**config.mk**
```make
export PLATFORM = sky130hd
export DESIGN_NAME = zoom_combiner
export DESIGN_NICKNAME = d
export VERILOG_FILES = /design/src/rtl/zc_pkg.sv /design/src/rtl/zc_ctrl.sv /design/src/rtl/zc_datapath.sv /design/src/rtl/zoom_combiner.sv
export SDC_FILE = /design/constraint.sdc
export NUM_CORES = 1
export LEC_CHECK = 0
export ABC_AREA = 1
export BUFFER_PORTS_ARGS = -buffer_cell sky130_fd_sc_hd__buf_2
export CORE_MARGIN = 5
export CORE_UTILIZATION = 40
export CTS_CLUSTER_DIAMETER = 40
export DETAILED_ROUTE_END_ITERATION = 10
export GPL_TIMING_DRIVEN = 0
export PLACE_DENSITY = 0.65
export REMOVE_ABC_BUFFERS = 1
export SLEW_MARGIN = 15
export SYNTH_ARGS = -nofsm -noshare
export SYNTH_HDL_FRONTEND = slang
export SYNTH_SLANG_ARGS = --single-unit
export TNS_END_PERCENT = 1
```
**constraint.sdc**
```tcl
create_clock -name clk -period 9.8 [get_ports clk]
set_input_delay 0 -clock clk [delete_from_list [all_inputs] [get_ports clk]]
set_output_delay 0 -clock clk [all_outputs]
set_load 0.01 [all_outputs]
```
**src/rtl/zc_pkg.sv**
```systemverilog
package zc_pkg;
  // strobes handed from control to datapath
  typedef struct packed {
    logic shift;      // advance code and decision history
    logic capture;    // load output register
    logic useBypass;  // select unfiltered sum
    logic coefWrite;  // update one coefficient
  } zcStrobes_t;
endpackage

```
**src/rtl/zc_ctrl.sv**
```systemverilog
module zc_ctrl (
  input  logic                clk,
  input  logic                rstN,
  input  logic                inValid,
  input  logic                bypass,
  input  logic                coefWe,
  output zc_pkg::zcStrobes_t  strb,
  output logic                outValid
);
  always_comb begin
    strb.shift     = inValid;
    strb.capture   = inValid;
    strb.useBypass = bypass;
    strb.coefWrite = coefWe;
  end

  always_ff @(posedge clk) begin
    if (!rstN) outValid <= 1'b0;
    else       outValid <= inValid;
  end

  // valid strobe follows the input strobe by one cycle
  assert_valid_follow_R2: assert property (@(posedge clk) disable iff (!rstN)
    inValid |=> outValid);
  assert_valid_quiet_R2: assert property (@(posedge clk) disable iff (!rstN)
    !inValid |=> !outValid);
endmodule

```
**src/rtl/zc_datapath.sv**
```systemverilog
module zc_datapath #(
  parameter int TAPS     = 8,
  parameter int K_W      = 5,
  parameter int K_MIN    = 1,
  parameter int K_MAX    = 29,
  parameter int COEF_W   = 12,
  parameter int FRAC     = 10,
  parameter int BS_DELAY = 4,
  parameter int ACC_W    = 23,
  parameter int IDX_W    = 3
) (
  input  logic                      clk,
  input  logic                      rstN,
  input  zc_pkg::zcStrobes_t        strb,
  input  logic [K_W-1:0]            coarseCode,
  input  logic                      bitIn,
  input  logic [IDX_W-1:0]          coefIdx,
  input  logic signed [COEF_W-1:0]  coefData,
  output logic signed [ACC_W-1:0]   outSample
);
  localparam int PROD_W  = COEF_W + K_W + 1;
  localparam int BS_HI_I = 2 * (1 << FRAC);
  localparam int BS_LO_I = -(1 << FRAC);
  localparam int MAX_ABS = TAPS * (1 << (COEF_W - 1)) * K_MAX + BS_HI_I;
  localparam logic signed [ACC_W-1:0] BS_HI = ACC_W'(BS_HI_I);
  localparam logic signed [ACC_W-1:0] BS_LO = ACC_W'(BS_LO_I);

  // input clamp
  logic [K_W-1:0] codeClamped;
  always_comb begin
    if (coarseCode < K_W'(K_MIN))      codeClamped = K_W'(K_MIN);
    else if (coarseCode > K_W'(K_MAX)) codeClamped = K_W'(K_MAX);
    else                               codeClamped = coarseCode;
  end

  // code history and window
  logic [K_W-1:0] codeHist [TAPS-1];
  logic [K_W-1:0] window   [TAPS];
  assign window[0] = codeClamped;

  genvar gi;
  generate
    for (gi = 0; gi < TAPS - 1; gi++) begin : g_hist
      assign window[gi+1] = codeHist[gi];
      always_ff @(posedge clk) begin
        if (!rstN)           codeHist[gi] <= '0;
        else if (strb.shift) codeHist[gi] <= window[gi];
      end
    end
  endgenerate

  // coefficient registers, reset to a unit impulse
  logic signed [COEF_W-1:0] coefReg [TAPS];
  logic signed [PROD_W-1:0] prod    [TAPS];

  generate
    for (gi = 0; gi < TAPS; gi++) begin : g_tap
      localparam logic signed [COEF_W-1:0] COEF_RST =
        (gi == 0) ? COEF_W'(1 << FRAC) : '0;
      always_ff @(posedge clk) begin
        if (!rstN)
          coefReg[gi] <= COEF_RST;
        else if (strb.coefWrite && coefIdx == IDX_W'(gi))
          coefReg[gi] <= coefData;
      end
      assign prod[gi] = coefReg[gi] * $signed({1'b0, window[gi]});
    end
  endgenerate

  logic signed [ACC_W-1:0] firSum;
  always_comb begin
    firSum = '0;
    for (int i = 0; i < TAPS; i++) firSum = firSum + ACC_W'(prod[i]);
  end

  // decision alignment
  logic bsAligned;
  generate
    if (BS_DELAY == 0) begin : g_nodly
      assign bsAligned = bitIn;
    end else begin : g_dly
      logic [BS_DELAY-1:0] bsLine;
      always_ff @(posedge clk) begin
        if (!rstN) bsLine <= '0;
        else if (strb.shift) begin
          bsLine[0] <= bitIn;
          for (int j = 1; j < BS_DELAY; j++) bsLine[j] <= bsLine[j-1];
        end
      end
      assign bsAligned = bsLine[BS_DELAY-1];
    end
  endgenerate

  logic signed [ACC_W-1:0] bsTermFilt, bsTermNow, coarseDirect, result;
  always_comb begin
    bsTermFilt   = bsAligned ? BS_HI : BS_LO;
    bsTermNow    = bitIn ? BS_HI : BS_LO;
    coarseDirect = $signed(ACC_W'(codeClamped) << FRAC);
    result       = strb.useBypass ? (coarseDirect + bsTermNow)
                                  : (firSum + bsTermFilt);
  end

  always_ff @(posedge clk) begin
    if (!rstN)             outSample <= '0;
    else if (strb.capture) outSample <= result;
  end

  // only in-range codes reach the multipliers
  assert_clamp_range_R6: assert property (@(posedge clk) disable iff (!rstN)
    strb.shift |-> (codeClamped >= K_W'(K_MIN) && codeClamped <= K_W'(K_MAX)));
  // output holds between samples
  assert_hold_idle_R9: assert property (@(posedge clk) disable iff (!rstN)
    !strb.capture |=> $stable(outSample));
  // the output stays inside the analytical bound
  assert_no_overflow_R8: assert property (@(posedge clk) disable iff (!rstN)
    (int'(outSample) <= MAX_ABS) && (int'(outSample) >= -MAX_ABS));
endmodule

```
**src/rtl/zoom_combiner.sv**
```systemverilog
module zoom_combiner #(
  parameter int TAPS     = 8,
  parameter int K_W      = 5,
  parameter int COEF_W   = 12,
  parameter int FRAC     = 10,
  parameter int BS_DELAY = 4,
  parameter int IDX_W    = $clog2(TAPS),
  parameter int ACC_W    = COEF_W + K_W + 1 + IDX_W + 2
) (
  input  logic                      clk,
  input  logic                      rstN,
  input  logic                      inValid,
  input  logic [K_W-1:0]            coarseCode,
  input  logic                      bitIn,
  input  logic                      bypass,
  input  logic                      coefWe,
  input  logic [IDX_W-1:0]          coefIdx,
  input  logic signed [COEF_W-1:0]  coefData,
  output logic                      outValid,
  output logic signed [ACC_W-1:0]   outSample
);
  zc_pkg::zcStrobes_t strb;

  zc_ctrl ctrl_i (
    .clk      (clk),
    .rstN     (rstN),
    .inValid  (inValid),
    .bypass   (bypass),
    .coefWe   (coefWe),
    .strb     (strb),
    .outValid (outValid)
  );

  zc_datapath #(
    .TAPS     (TAPS),
    .K_W      (K_W),
    .K_MIN    (1),
    .K_MAX    (29),
    .COEF_W   (COEF_W),
    .FRAC     (FRAC),
    .BS_DELAY (BS_DELAY),
    .ACC_W    (ACC_W),
    .IDX_W    (IDX_W)
  ) dp_i (
    .clk        (clk),
    .rstN       (rstN),
    .strb       (strb),
    .coarseCode (coarseCode),
    .bitIn      (bitIn),
    .coefIdx    (coefIdx),
    .coefData   (coefData),
    .outSample  (outSample)
  );

  // bypass samples are whole coarse LSBs
  assert_bypass_integer_R7: assert property (@(posedge clk) disable iff (!rstN)
    (inValid && bypass) |=> (outSample[FRAC-1:0] == '0));
endmodule

```
# == Word level (Yosys, flattened, before mapping) ==
# Memory sizes are Yosys's and may differ from the RTL's.
# Cells that the tools add are included.
# word_totals
reg_bits,28
latch_bits,0
ramBits,131
rom_bits,0
in_bits,26
output_inout_bits,24
wordCells,103
memories,2
# op_classes
add_sub_neg,9
n_mul,8
div_mod_pow,0
n_lt_le_gt_ge,2
eq_ne,7
n_shift,0
n_mux,48
bitwise,15
n_reduce_logical,9
# memory_table
memory,depth,width,rd,rd_clocked_by_memory_dff,write_ports,line,source
dp_i.coefReg,8,12,8,0,8,zc_datapath.sv:53,logic signed [COEF_W-1:0] coefReg [TAPS];
dp_i.codeHist,7,5,7,0,7,zc_datapath.sv:37,logic [K_W-1:0] codeHist [TAPS-1];
# ops
op,n
$mul 12x6->18,8
$add 23x18->23,5
$mux 12,8
$mux 23,3
$mux 5,9
$mux 1,28
$add 16x23->23,1
$add 23x23->23,1
$add 19x18->20,1
$add 18x18->19,1
$or 1x1->1,15
$eq 3x3->1 const B,4
$logic_and 1x1->1,8
$eq 3x2->1 const B,2
$gt 5x5->1 const B,1
$lt 5x1->1 const B,1
$eq 3x1->1 const B,1
$logic_not 3->1,1

# == Longest topological paths before layout ==
# logic_depth
depth_word,13
ltp_mapped,48
mapped_depth_nobuf,47

# == Hierarchy ==
# From an unflattened synthesis, not the netlist that was laid out.
# hier_totals
hier_cells,3041
hier_area_um2,26237.7
# by_module_without_submodules
module,instances,cells_per_inst,area_each_um2
zc_datapath,1,3034,26180.1
zc_ctrl,1,7,57.6

# == Least setup slack after synthesis ==
# No wires, ideal clock.
# synth_path
path_type,flip-flop to flip-flop
from,memory dp_i.codeHist[1][0]
to,register dp_i.outSample[22]
setup_time_ps,112
arrival_ps,9659
slack_ps,28
path_stages_with_launch,46
cell_sequence,edfxtp_1 > clkbuf_1 > nand2_1 > fa_1 > inv_1 > fa_1 > inv_1 > fa_1 > fa_1 > inv_1 > fa_1 > inv_1 > fa_1 > inv_1 > ha_1 > a21oi_1 > a21boi_1 > o21ai_1 > (+10 left out) > inv_1 > fa_1 > inv_1 > fa_1 > inv_1 > ha_1 > nand2_2 > inv_2 > nand2_1 > nand2_1 > inv_1 > nand2_1 > nand2_1 > nand3_1 > nand2_1 > nand3_1 > nand2_1 > nand2_1
# synth_lines
element,line,source
"start, declared",zc_datapath.sv:37,
"end signal, assigned",zc_datapath.sv:105,else if (strb.capture) outSample <= result;
"end, declared",zc_datapath.sv:19,output logic signed [ACC_W-1:0] outSample

==> summary.md <==
| Metric | Value |
|---|---|
| Sink Count | 159 |
| Nets | 3,986 |
| Initial Util | 0.402 |
| CTS clk-pin slew, worst paths | 0.08 ns |
| R2r worst-path depth | 37 |
| CP endpoint kind | flip-flop |
| Register area share after synthesis | 0.167 |
| Largest net degree at the start of global routing | 44 |
| Failing checks | setup timing |
| Initial DRC count | 1,361 |
| Vias in the first global route | 19,700 |
| Synth Area in Compound Gates | 0.0184 |
| Crit path top cell by count | fa_1 |
| Top-count cell post-synth | inv_1 |
| Clock Tree Buf Depth | 2 |
| Die width | 269 µm |
| IO Pins | 50 |
| Placer congestion estimate | 0.870 |
| Simple-gate share of the synthesized area | 0.137 |
| Status | complete, but fails checks |
| Post-Syn Area per Cell | 8.57 µm² |
| Largest family of logic cells by synthesized area | adder cells |
| Max incr delay on CP | 0.57 ns |
| Total GRT Usage | 0.185 |
| RSZ-0062 raised after global routing | yes |
| Initial antenna violation count | 5 |
| Area contributors post-synth | fa_1, inv_1, edfxtp_1, ha_1, nand2_1 |
| DR vias/cell | 4.59 |
| Distinct cells, synth | 44 |
| Minimum clock period after layout | 10.50 ns |
| Slew @ Worst Pin | 1.16 ns |
| Pre-CTS setup slack | -1.51 ns |
| Slew HR | 0.224 |
| Worst reg2reg setup slack | -0.70 ns |
| Share of cells above drive strength 1 | 0.0957 |
| Via count | 18,800 |
| Synth cell count leaders | inv_1, nand2_1, fa_1, ha_1, nor2_1 |
| Ys async rst share | 0 |
| Final wirelength | 64.4 mm |
| Clk_lat worst skew | 0.47 ns |
| Detailed Place HPWL | 53.5 mm |
| Wirelength per Cell | 15.7 µm |
| Final Cycle Share | 1.07 |
| Cell taking the most area after synthesis | fa_1 |
| Dominant synthesized flop cell | edfxtp_1 |
| RR Endpoint | dp_i.outSample[22] |
| Drt drc | 0 |
| Synth top area share | 0.402 |
| Global-route wire length before repair | 106 mm |
| Fmax achieved | 95.3 MHz |
| Final setup violation count | 13 |
| Final Hold Vio Count | 0 |
| Ys Warns | 0 |
| IO buf count | 49 |
| Slew Viols, Final | 0 |
| CP startpoint | dp_i.codeHist[0][0] |
| Number of synthesized flops with an enable pin | 131 |
| HP Class | input port to flip-flop |
| Core ar. | 66,900 µm² |
| Final worst slack | -0.696 ns |
| Slowest-stage cell, CP | fa_1 |
| Mapped cell area | 26,900 µm² |
| WP data required | 10.16 ns |
| Critical path class | flip-flop to flip-flop |
| P&R area growth vs syn | 11.5% |
| XOR/XNOR Fraction of Synth Area | 0.00912 |
| Crit path DAT | 10.86 ns |
| Mux cell area share after synthesis | 0 |
| Critical R2R Launch | dp_i.codeHist[0][0] |
| Post-Synth Adder-Cell Area | 0.502 |
| Core Rows | 95 |
| H-tree levels | 4 |
| Die area | 72,500 µm² |
| Max-cap violations | 0 |
| Synth Register Bits | 159 |
| Cell chosen for the clock root | clkbuf_16 |
| Post-DRT Antenna Nets | 0 |
| Crit path max fanout | 5 |
| Setup Skew | 0.0133 ns |
| CTS tree | yes |
| Mapped Cells | 3,136 |
| Die Y | 269 µm |
| Inserted Clock Buffers | 17 |
| GR Overflow Total | 0 |
| Startpoint types | flip-flop |
| Pre-antenna DRT Iters | 5 |
| Setup crit end | dp_i.outSample[22] |
stage by stage:
step	hold slack, ns	cell area [µm²]	utilization	instances	TNS [ns]
2_1_floorplan	0.136	26600	-	3075	0
3_3_place_gp	0.393	28000	0.418	3997	-14.13
3_5_place_dp	0.391	28000	0.418	3999	-15.53
4_1_cts	0.0255	29400	0.439	4067	-4.79
5_1_grt	0.0527	30000	0.448	4092	-10.80
6_report	0.0635	30000	0.448	4095	-6.10
layout make-up:
cell class / count / area [µm²]
Clock buffer: 17 / 425
Timing Repair Buffer: 112 / 847
Fill cell: 6448 / 36900
Antenna cell: 3 / 7.51
Sequential cell: 159 / 4490
Multi-Input combinational cell: 1793 / 18700
Clock inverter: 15 / 153
Inverter: 1123 / 4220
Tap cell: 873 / 1090
how the worst min path moves through the flow:
| stage | start | end | slack [ns] | cells after the start |
|---|---|---|---|---|
| 4_1_cts | inValid | dp_i.outSample[20] | 0.03 | 4 |
| 2_1_floorplan | bypass | dp_i.outSample[11] | 0.14 | 2 |
| 5_1_grt | inValid | dp_i.outSample[20] | 0.05 | 4 |
| 3_5_place_dp | bypass | dp_i.outSample[13] | 0.39 | 4 |
| 3_3_place_gp | bypass | dp_i.outSample[13] | 0.39 | 4 |
| 6_report | coefData[10] | dp_i.coefReg[1][10] | 0.06 | 3 |
per-layer routing:
metal | GRT usage | wire (µm)
met2 | 0.309 | 31300
met1 | 0.244 | 26400
met5 | 0 | 30
met3 | 0.0294 | 4130
met4 | 0.0707 | 2550
worst max-delay path, delay by kind of cell, from the launching register on:
| family | cells | cell delay (ns) |
|---|---|---|
| buf+inv | 9 | 0.67 |
| flops | 1 | 0.55 |
| xor+xnor | 1 | 0.20 |
| fa+ha+maj | 15 | 7.15 |
| simple gates | 12 | 1.80 |
cells by family (layout without fill, tap and decap cells):
kind of cell             count (synthesis)  in the layout
buffers and inverters                 1184           1267
AND/OR/NAND/NOR                        927            927
adder cells (fa/ha/maj)                754            754
flip-flops                             159            159
AO/OA/AOI/OAI                           84             84
XOR/XNOR                                28             28
other                                    0              3
repair_timing:
item,4_1_cts,5_1_grt
resized for setup,91,91
pin swaps,40,82
buffers inserted,34,25
setup endpoints to repair,17,16
hold buffers,2,0
hold endpoints to repair,4,0
state kept, by name, summed over array words and instances, names as in the netlist:
| signal | cells |
|---|---|
| dp_i.coefReg | 96 |
| dp_i.codeHist | 35 |
| dp_i.outSample | 23 |
| dp_i.g_dly.bsLine | 4 |
| ctrl_i.outValid | 1 |
placed cells by master (no fill, tap or decap), drive strengths merged, types with 3 or more instances in the layout:
cell      netlist  routed
a21o            4       4
a21oi          40      40
a22o            4       4
a31oi           3       3
buf            11     109
clkbuf         50      18
clkinv          1       5
clkinvlp        0       4
dfxtp          28      28
diode           0       3
edfxtp        131     131
fa            540     540
ha            214     214
inv          1122    1128
nand2         662     662
nand3          53      53
nand3b          6       6
nand4           9       9
nor2          188     188
nor3            4       4
o21ai          20      20
o21bai          4       4
o22ai           4       4
xnor2          19      19
xor2            9       9
Power is left out: the tool's default activity adds up to more than one toggle a clock period on the data nets, which glitch-free logic cannot reach.
